--- src/rtl/sct_pkg.sv ---
package sct_pkg;
  localparam int unsigned NSEL  = 4;
  localparam int unsigned SEL_W = $clog2(NSEL);

  typedef struct packed {
    logic             run;
    logic [SEL_W-1:0] sel;
  } sct_cfg_t;

  function automatic logic [31:0] tap_mask(input int unsigned tap);
    return (32'd1 << tap) - 32'd1;
  endfunction
endpackage

--- src/rtl/sct_ctrl.sv ---
module sct_ctrl
  import sct_pkg::*;
(
  input  logic           clk,
  input  logic           rst_n,
  input  logic           wr,
  input  logic [3:0]     wdata,
  output sct_cfg_t       cfg,
  output logic           clr
);
  logic spare_unused;
  assign spare_unused = wdata[3];

  always_ff @(posedge clk or negedge rst_n) begin
    if (!rst_n) begin
      cfg <= '0;
    end else if (wr) begin
      cfg.run <= wdata[2];
      cfg.sel <= wdata[SEL_W-1:0];
    end
  end

  assign clr = wr && !wdata[2];
endmodule

--- src/rtl/sct_counter.sv ---
module sct_counter
  import sct_pkg::*;
#(
  parameter int unsigned CNT_W = 16,
  parameter int unsigned TAP0  = 12,
  parameter int unsigned TAP1  = 14,
  parameter int unsigned TAP2  = 15,
  parameter int unsigned TAP3  = 16
) (
  input  logic             clk,
  input  logic             rst_n,
  input  sct_cfg_t         cfg,
  input  logic             clr,
  input  logic             tick,
  output logic [CNT_W-1:0] cnt,
  output logic             evt
);
  logic [CNT_W-1:0] mask [NSEL];

  for (genvar g = 0; g < NSEL; g++) begin : g_tap
    localparam int unsigned TV = (g == 0) ? TAP0 : (g == 1) ? TAP1 :
                                 (g == 2) ? TAP2 : TAP3;
    localparam logic [31:0] M = tap_mask(TV);
    assign mask[g] = M[CNT_W-1:0];
  end

  logic step;
  assign step = cfg.run && tick;
  assign evt  = step && ((cnt & mask[cfg.sel]) == mask[cfg.sel]);

  always_ff @(posedge clk or negedge rst_n) begin
    if (!rst_n)    cnt <= '0;
    else if (clr)  cnt <= '0;
    else if (step) cnt <= cnt + 1'b1;
  end


  stop_clears_chk: assert property (@(posedge clk) disable iff (!rst_n)
    clr |=> (cnt == '0));

  idle_hold_chk: assert property (@(posedge clk) disable iff (!rst_n)
    (!tick && !clr) |=> $stable(cnt));

  step_chk: assert property (@(posedge clk) disable iff (!rst_n)
    (step && !clr) |=> (cnt == $past(cnt) + 1'b1));
endmodule

--- src/rtl/sct_flag.sv ---
module sct_flag (
  input  logic clk,
  input  logic rst_n,
  input  logic evt,
  input  logic test,
  output logic flag
);
  always_ff @(posedge clk or negedge rst_n) begin
    if (!rst_n)    flag <= 1'b0;
    else if (evt)  flag <= 1'b1;
    else if (test) flag <= 1'b0;
  end


  set_wins_chk: assert property (@(posedge clk) disable iff (!rst_n)
    evt |=> flag);

  test_clears_chk: assert property (@(posedge clk) disable iff (!rst_n)
    (test && !evt) |=> !flag);
endmodule

--- src/rtl/subclk_interval_timer.sv ---
module subclk_interval_timer
  import sct_pkg::*;
#(
  parameter int unsigned CNT_W = 16,
  parameter int unsigned TAP0  = 12,
  parameter int unsigned TAP1  = 14,
  parameter int unsigned TAP2  = 15,
  parameter int unsigned TAP3  = 16
) (
  input  logic             clk,
  input  logic             rst_n,
  input  logic             sub_tick,
  input  logic             ctrl_wr,
  input  logic [3:0]       ctrl_wdata,
  input  logic             flag_test,
  input  logic             tmr_irq_en,
  input  logic             glob_irq_en,
  output logic [CNT_W-1:0] count_o,
  output logic             flag_o,
  output logic             irq_o
);
  sct_cfg_t cfg;
  logic     clr;
  logic     evt;

  sct_ctrl u_ctrl (
    .clk   (clk),
    .rst_n (rst_n),
    .wr    (ctrl_wr),
    .wdata (ctrl_wdata),
    .cfg   (cfg),
    .clr   (clr)
  );

  sct_counter #(
    .CNT_W (CNT_W), .TAP0 (TAP0), .TAP1 (TAP1), .TAP2 (TAP2), .TAP3 (TAP3)
  ) u_cnt (
    .clk   (clk),
    .rst_n (rst_n),
    .cfg   (cfg),
    .clr   (clr),
    .tick  (sub_tick),
    .cnt   (count_o),
    .evt   (evt)
  );

  sct_flag u_flag (
    .clk   (clk),
    .rst_n (rst_n),
    .evt   (evt),
    .test  (flag_test),
    .flag  (flag_o)
  );

  assign irq_o = flag_o && tmr_irq_en && glob_irq_en;


  irq_gate_chk: assert property (@(posedge clk) disable iff (!rst_n)
    irq_o |-> (flag_o && tmr_irq_en && glob_irq_en));

  stopped_no_set_chk: assert property (@(posedge clk) disable iff (!rst_n)
    (!cfg.run && !flag_o) |=> !flag_o);
endmodule

--- config.mk ---
export PLATFORM = sky130hd
export DESIGN_NAME = subclk_interval_timer
export DESIGN_NICKNAME = d
export VERILOG_FILES = /design/src/rtl/sct_pkg.sv /design/src/rtl/sct_ctrl.sv /design/src/rtl/sct_counter.sv /design/src/rtl/sct_flag.sv /design/src/rtl/subclk_interval_timer.sv
export SDC_FILE = /design/constraint.sdc
export NUM_CORES = 1
export LEC_CHECK = 0
export ABC_AREA = 1
export BUFFER_PORTS_ARGS = -buffer_cell sky130_fd_sc_hd__buf_2
export CAP_MARGIN = 20
export CORE_MARGIN = 8
export CORE_UTILIZATION = 30
export CTS_CLUSTER_SIZE = 30
export DETAILED_ROUTE_END_ITERATION = 10
export PLACE_DENSITY_LB_ADDON = 0.3
export SLEW_MARGIN = 20
export SYNTH_ARGS = -nofsm -noshare
export SYNTH_HDL_FRONTEND = slang
export SYNTH_SLANG_ARGS = --single-unit
--- constraint.sdc ---
create_clock -name clk -period 1.4 [get_ports clk]
set_input_delay 0.21 -clock clk [delete_from_list [all_inputs] [get_ports clk]]
set_output_delay 0.21 -clock clk [all_outputs]
set_load 0.05 [all_outputs]
Word-level counts from Yosys, hierarchy flattened:

Index checks and enable logic that the tools add are counted.
W data, S select, Z words.

* bits in registers: 20
* logic and storage cells: 24
* bits of input ports: 11
* output and inout bits: 18

* equal/unequal tests: 1
* multiplexer cells: 7
* bitwise operators: 2
* $add $sub $neg: 1
* order comparisons: 1
* reduce and logical (&&, ||, !) cells: 8

Operator list (count)
* $mux W16: 4
* $bmux W16 S2: 1
* $add A16 B1 Y16 const B: 1
* $and A16 B16 Y16: 1
* $eq A16 B16 Y1: 1
* $logic_and A1 B1 Y1: 5
* $reduce_bool A2 Y1: 2
* $ge A3 B3 Y1 const B: 1
* $not A2 Y3: 1
* $mux W1: 2
* $logic_not A1 Y1: 1

Depth between registers and ports, before layout:

* depth in word-level cells: 8
* depth in mapped cells: 8
* mapped depth without buffers: 8

By module:

Synthesis repeated with hierarchy kept, for this count alone.

* cell total of the unflattened synthesis: 153
* area, all modules: 1164.9 um^2

By module, submodules not included
* sct_counter: area each 994.7 um^2, times used 1, sequential area each 400.4 um^2, cells each 131
* sct_ctrl: area each 116.4 um^2, times used 1, sequential area each 75.1 um^2, cells each 14
* sct_flag: area each 40.0 um^2, times used 1, sequential area each 25.0 um^2, cells each 5
* subclk_interval_timer: area each 13.8 um^2, times used 1, sequential area each 0.0 um^2, cells each 3

Worst setup path after synthesis:

No wires, ideal clock.

* path type: register to register
* from: reg u_cnt.cnt[1]
* to: reg u_cnt.cnt[14]
* period minus slack after synthesis: 1.621 ns
* stages on the path, launching flop included: 9
* data required time: 1.281 ns
* setup slack: -0.221 ns
* library setup time: 0.119 ns
* buffers on the path: 0
* data arrival time: 1.502 ns
* path through: dfrtp_1 -> ha_1 -> nand3_2 -> nor2_4 -> nand2_2 -> nor2_2 -> nand2_1 -> nand2_1 -> nor2_1

* longest elaborated chain between the ends: 3

RTL lines
* start, declared: RTL line sct_counter.sv:15 `output logic [CNT_W-1:0] cnt,`
* start signal, assigned: RTL line sct_counter.sv:34 `else if (step) cnt <= cnt + 1'b1;`
* $add A16 B1 Y16: RTL line sct_counter.sv:34
* $mux W16: RTL line sct_counter.sv:34
* $mux W16: RTL line sct_counter.sv:33 `else if (clr) cnt <= '0;`

Every way passes these cells. The select of a mux whose other input is x is not followed.
A chain may end at the register's enable or synchronous reset.

Final worst setup path:

* from: reg u_cnt.cnt[0]
* to: reg u_cnt.cnt[6]

Same word-level chain as after synthesis.

==> summary by stage <==
Detailed routing
The number of vias after detailed routing is 1056. The remaining design rule violation count is 0. The sum of routed wire length over all layers is 2810 um. The per-cell routed wire length is 11.7 um.

For this block, the initial DRC count from the detailed router was 70. The first TritonRoute pass finished after 4 iterations. Dividing the detail-routed via count by the number of cells gives 4.38. The count of nets left with antenna violations after detail routing is 0.

Logic synthesis
The yosys synthesis warning count is 0. The synthesized instance count is 157. The register bit total from synthesis is 20.

The average instance in the mapped netlist occupies 7.60 sq um. The net count after synthesis is 169. The count of different cell masters after synthesis is 22. The synthesized netlist occupies a cell area of 1190 sq um. The sequential share of the synthesized area is 41.9%.

Floorplanning
The effective utilization at floorplan is 30.5%. The die is 79.1 um wide. The floorplan step defined a die boundary enclosing 6250 sq um. In this run the count of I/O pins placed on the die edge is 29. The floorplan has 23 rows. The floorplan step defined a core boundary enclosing 3910 sq um.

The die extent in y is 79.1 um.

Timing
The final setup slack of the worst path is 0.120 ns. The number of failing hold endpoints at the final stage is 0. The actual slew at the worst max-slew pin is 0.451 ns. Of the available clock period, the critical path in the final layout requires 91.4%.

The relative slew slack is 69.9%. The total count of max-transition violations in the final report is 0. Counting I/O delays and the setup requirement, the final critical path takes 1.28 ns. Setup repair after global routing left no endpoint under its margin. For this run, the top clock speed supported by timing is 781 MHz. Setup violations remaining at the end of the flow were counted as 0. The largest clock skew in the final design is 0.00742 ns. Across all hold checks on the routed design, the worst slack comes to 0.131 ns.

Setup path
STA puts the critical path data arrival time at 1.43 ns. STA puts the critical path data required time at 1.55 ns. The worst setup path is launched from a register. The maximum net fanout on the critical path is 4. STA classifies the critical path endpoint as a register.

The startpoint-to-endpoint class of the critical path is register to register.

Cells and area
Leaving out fill and tap cells, the most frequent cell in the layout is sky130_fd_sc_hd__nand2_1. The filler cells instantiated in the layout total 433. The growth of design area from synthesis to finish is 27.3%. Of the cells placed in the final design, the portion with a size suffix greater than 1 is 38.2%. Leaving out fill and tap cells, the most frequent cells in the layout are sky130_fd_sc_hd__nand2_1 (37), sky130_fd_sc_hd__buf_2 (27), sky130_fd_sc_hd__nor2_1 (20). In the final design database the tool counted 204 nets. Leaving out filler cells and counting taps, the final layout contains 241. The number of antenna diodes in the final layout is 0.

Power
The static power due to leakage is 0.727 nW. The worst vdd rail ir drop is 0.566 mV. The design draws 1.43 mW.

Power spread over the standard cell area amounts to 941 nW/um^2.

Job
The max-capacitance violation count is 0.

Global route
The initial antenna violation count is 0. The pin count of the biggest net entering global routing is 21. The remaining global-route overflow is 0. The via count of the first global-routing pass is 1006. The first global-routing pass estimated 4730 um of wire. Global routing used 9.25% of the available tracks across all layers.

Clock tree
In this run, CTS created clock tree buffers numbering 3. TritonCTS built the clock tree. The clock passes through at most 2 buffers.

The tree is rooted in a sky130_fd_sc_hd__clkbuf_8. CTS built an H-tree with a depth of 1. The worst-skew pair later-pin latency is 0.27 ns. Clock-pin slew was measured on the worst setup and hold paths at 0.08 ns. The TritonCTS sink count is 20.

Placement
The placed cell count is 234. Input and output buffers added on the ports amount to 27. Detailed placement finished with a half-perimeter wire length of 2150 um. Routability-driven placement finished with a final weighted congestion of 0.786. Prior to clock tree synthesis, the placed netlist has a worst setup slack of 0.120 ns.

Worst hold path
The path class of the tightest hold or removal check is primary input to register.

Outcome
The flow ran to the end, and the final reports show no timing, DRC or antenna violations.
==> worst paths after layout <==
kind	startpoint	endpoint	slack (ns)	depth (start not counted)
worst max-delay path	u_cnt.cnt[0]	u_cnt.cnt[6]	0.12	7
worst min-delay path	flag_test	u_flag.flag	0.13	2
worst max register to register	u_cnt.cnt[0]	u_cnt.cnt[6]	0.12	7
worst min register to register	u_cnt.cnt[3]	u_cnt.cnt[3]	0.54	1
max in group asynchronous	rst_n	u_cnt.cnt[5]	0.64	2
min in group asynchronous	rst_n	u_cnt.cnt[7]	0.42	2
==> what timing repair did <==
item	4_1_cts	5_1_grt
gates resized for setup	0	3
setup buffers	0	2
setup endpoints to repair	0	2
hold buffers	1	0
endpoints found under the hold margin	20	0
==> through the flow <==
stage	setup TNS (ns)	util [%]	instance area, sq um
2_1_floorplan	-0.0272	-	1210
3_3_place_gp	0	35.8	1400
3_5_place_dp	0	35.8	1400
4_1_cts	0	37.9	1480
5_1_grt	0	38.8	1520
6_report	0	38.8	1520
==> flip-flops by register name, indices dropped and copies added (netlist names) <==
register	count
u_ctrl.cfg	3
u_cnt.cnt	16
u_flag.flag	1
==> synth_stat cells <==
| cell | number | area [sq um] |
|---|---|---|
| sky130_fd_sc_hd__nand2_1 | 37 | 139 |
| sky130_fd_sc_hd__nor2_1 | 21 | 78.8 |
| sky130_fd_sc_hd__dfrtp_1 | 20 | 500 |
| sky130_fd_sc_hd__inv_1 | 19 | 71.3 |
| sky130_fd_sc_hd__nand3_1 | 11 | 55.1 |
| sky130_fd_sc_hd__nand2_2 | 7 | 43.8 |
| sky130_fd_sc_hd__nor2_2 | 7 | 43.8 |
| sky130_fd_sc_hd__a21oi_1 | 6 | 30.0 |
| sky130_fd_sc_hd__nor2_4 | 5 | 56.3 |
| sky130_fd_sc_hd__o21ai_0 | 5 | 25.0 |
| sky130_fd_sc_hd__nand3_2 | 3 | 30.0 |
| sky130_fd_sc_hd__o21ai_1 | 3 | 15.0 |
| sky130_fd_sc_hd__inv_2 | 2 | 7.51 |
| sky130_fd_sc_hd__nand4_1 | 2 | 12.5 |
| sky130_fd_sc_hd__nor3_2 | 2 | 20.0 |
| sky130_fd_sc_hd__a21o_1 | 1 | 7.51 |
| sky130_fd_sc_hd__buf_2 | 1 | 5.00 |
| sky130_fd_sc_hd__buf_6 | 1 | 11.3 |
| sky130_fd_sc_hd__ha_1 | 1 | 12.5 |
| sky130_fd_sc_hd__mux2_2 | 1 | 11.3 |
| sky130_fd_sc_hd__nand2_4 | 1 | 11.3 |
| sky130_fd_sc_hd__o22ai_1 | 1 | 6.26 |
==> area by class of cell <==
| type | count | area, sq um | share of cell area (%) |
|---|---|---|---|
| clock inverter | 1 | 30.0 | 1.98 |
| multi-input combinational | 114 | 621 | 40.9 |
| tap | 50 | 62.6 | 4.12 |
| sequential | 20 | 510 | 33.6 |
| timing repair buffer | 32 | 175 | 11.5 |
| inverter | 21 | 78.8 | 5.19 |
| clock buffer | 3 | 41.3 | 2.72 |
==> critical path, stage by stage, from the launching register on <==
cell	delay, ns
sky130_fd_sc_hd__dfrtp_2	0.42
sky130_fd_sc_hd__ha_4	0.16
sky130_fd_sc_hd__nand3_4	0.09
sky130_fd_sc_hd__nor2_4	0.15
sky130_fd_sc_hd__buf_4	0.12
sky130_fd_sc_hd__nand2_1	0.05
sky130_fd_sc_hd__o21ai_1	0.12
sky130_fd_sc_hd__a21oi_1	0.05
==> report_power, final <==
part	total, mW	switching (mW)	internal (mW)
clock	0.590	0.208	0.382
sequential	0.632	0.0297	0.603
combinational	0.208	0.141	0.0668
total	1.43	0.378	1.05
==> cell families after synthesis <==
family,count (synthesis),share of synthesized area [%]
AND/OR/NAND/NOR,96,41.1
buffers and inverters,23,7.97
flip-flops,20,41.9
AO/OA/AOI/OAI,16,7.02
multiplexers,1,0.943
adder cells (fa/ha/maj),1,1.05
==> routing by layer <==
| layer | track usage (%) | share of wire, % | up-vias |
|---|---|---|---|
| li1 | - | - | 558 |
| met1 | 11.0 | 47 | 481 |
| met2 | 15.6 | 49 | 17 |
| met5 | 0 | 0 | - |
| met3 | 2.71 | 4.2 | 0 |
| met4 | 2.78 | 0 | 0 |
No activity file was read; power rests on OpenSTA's default activity.
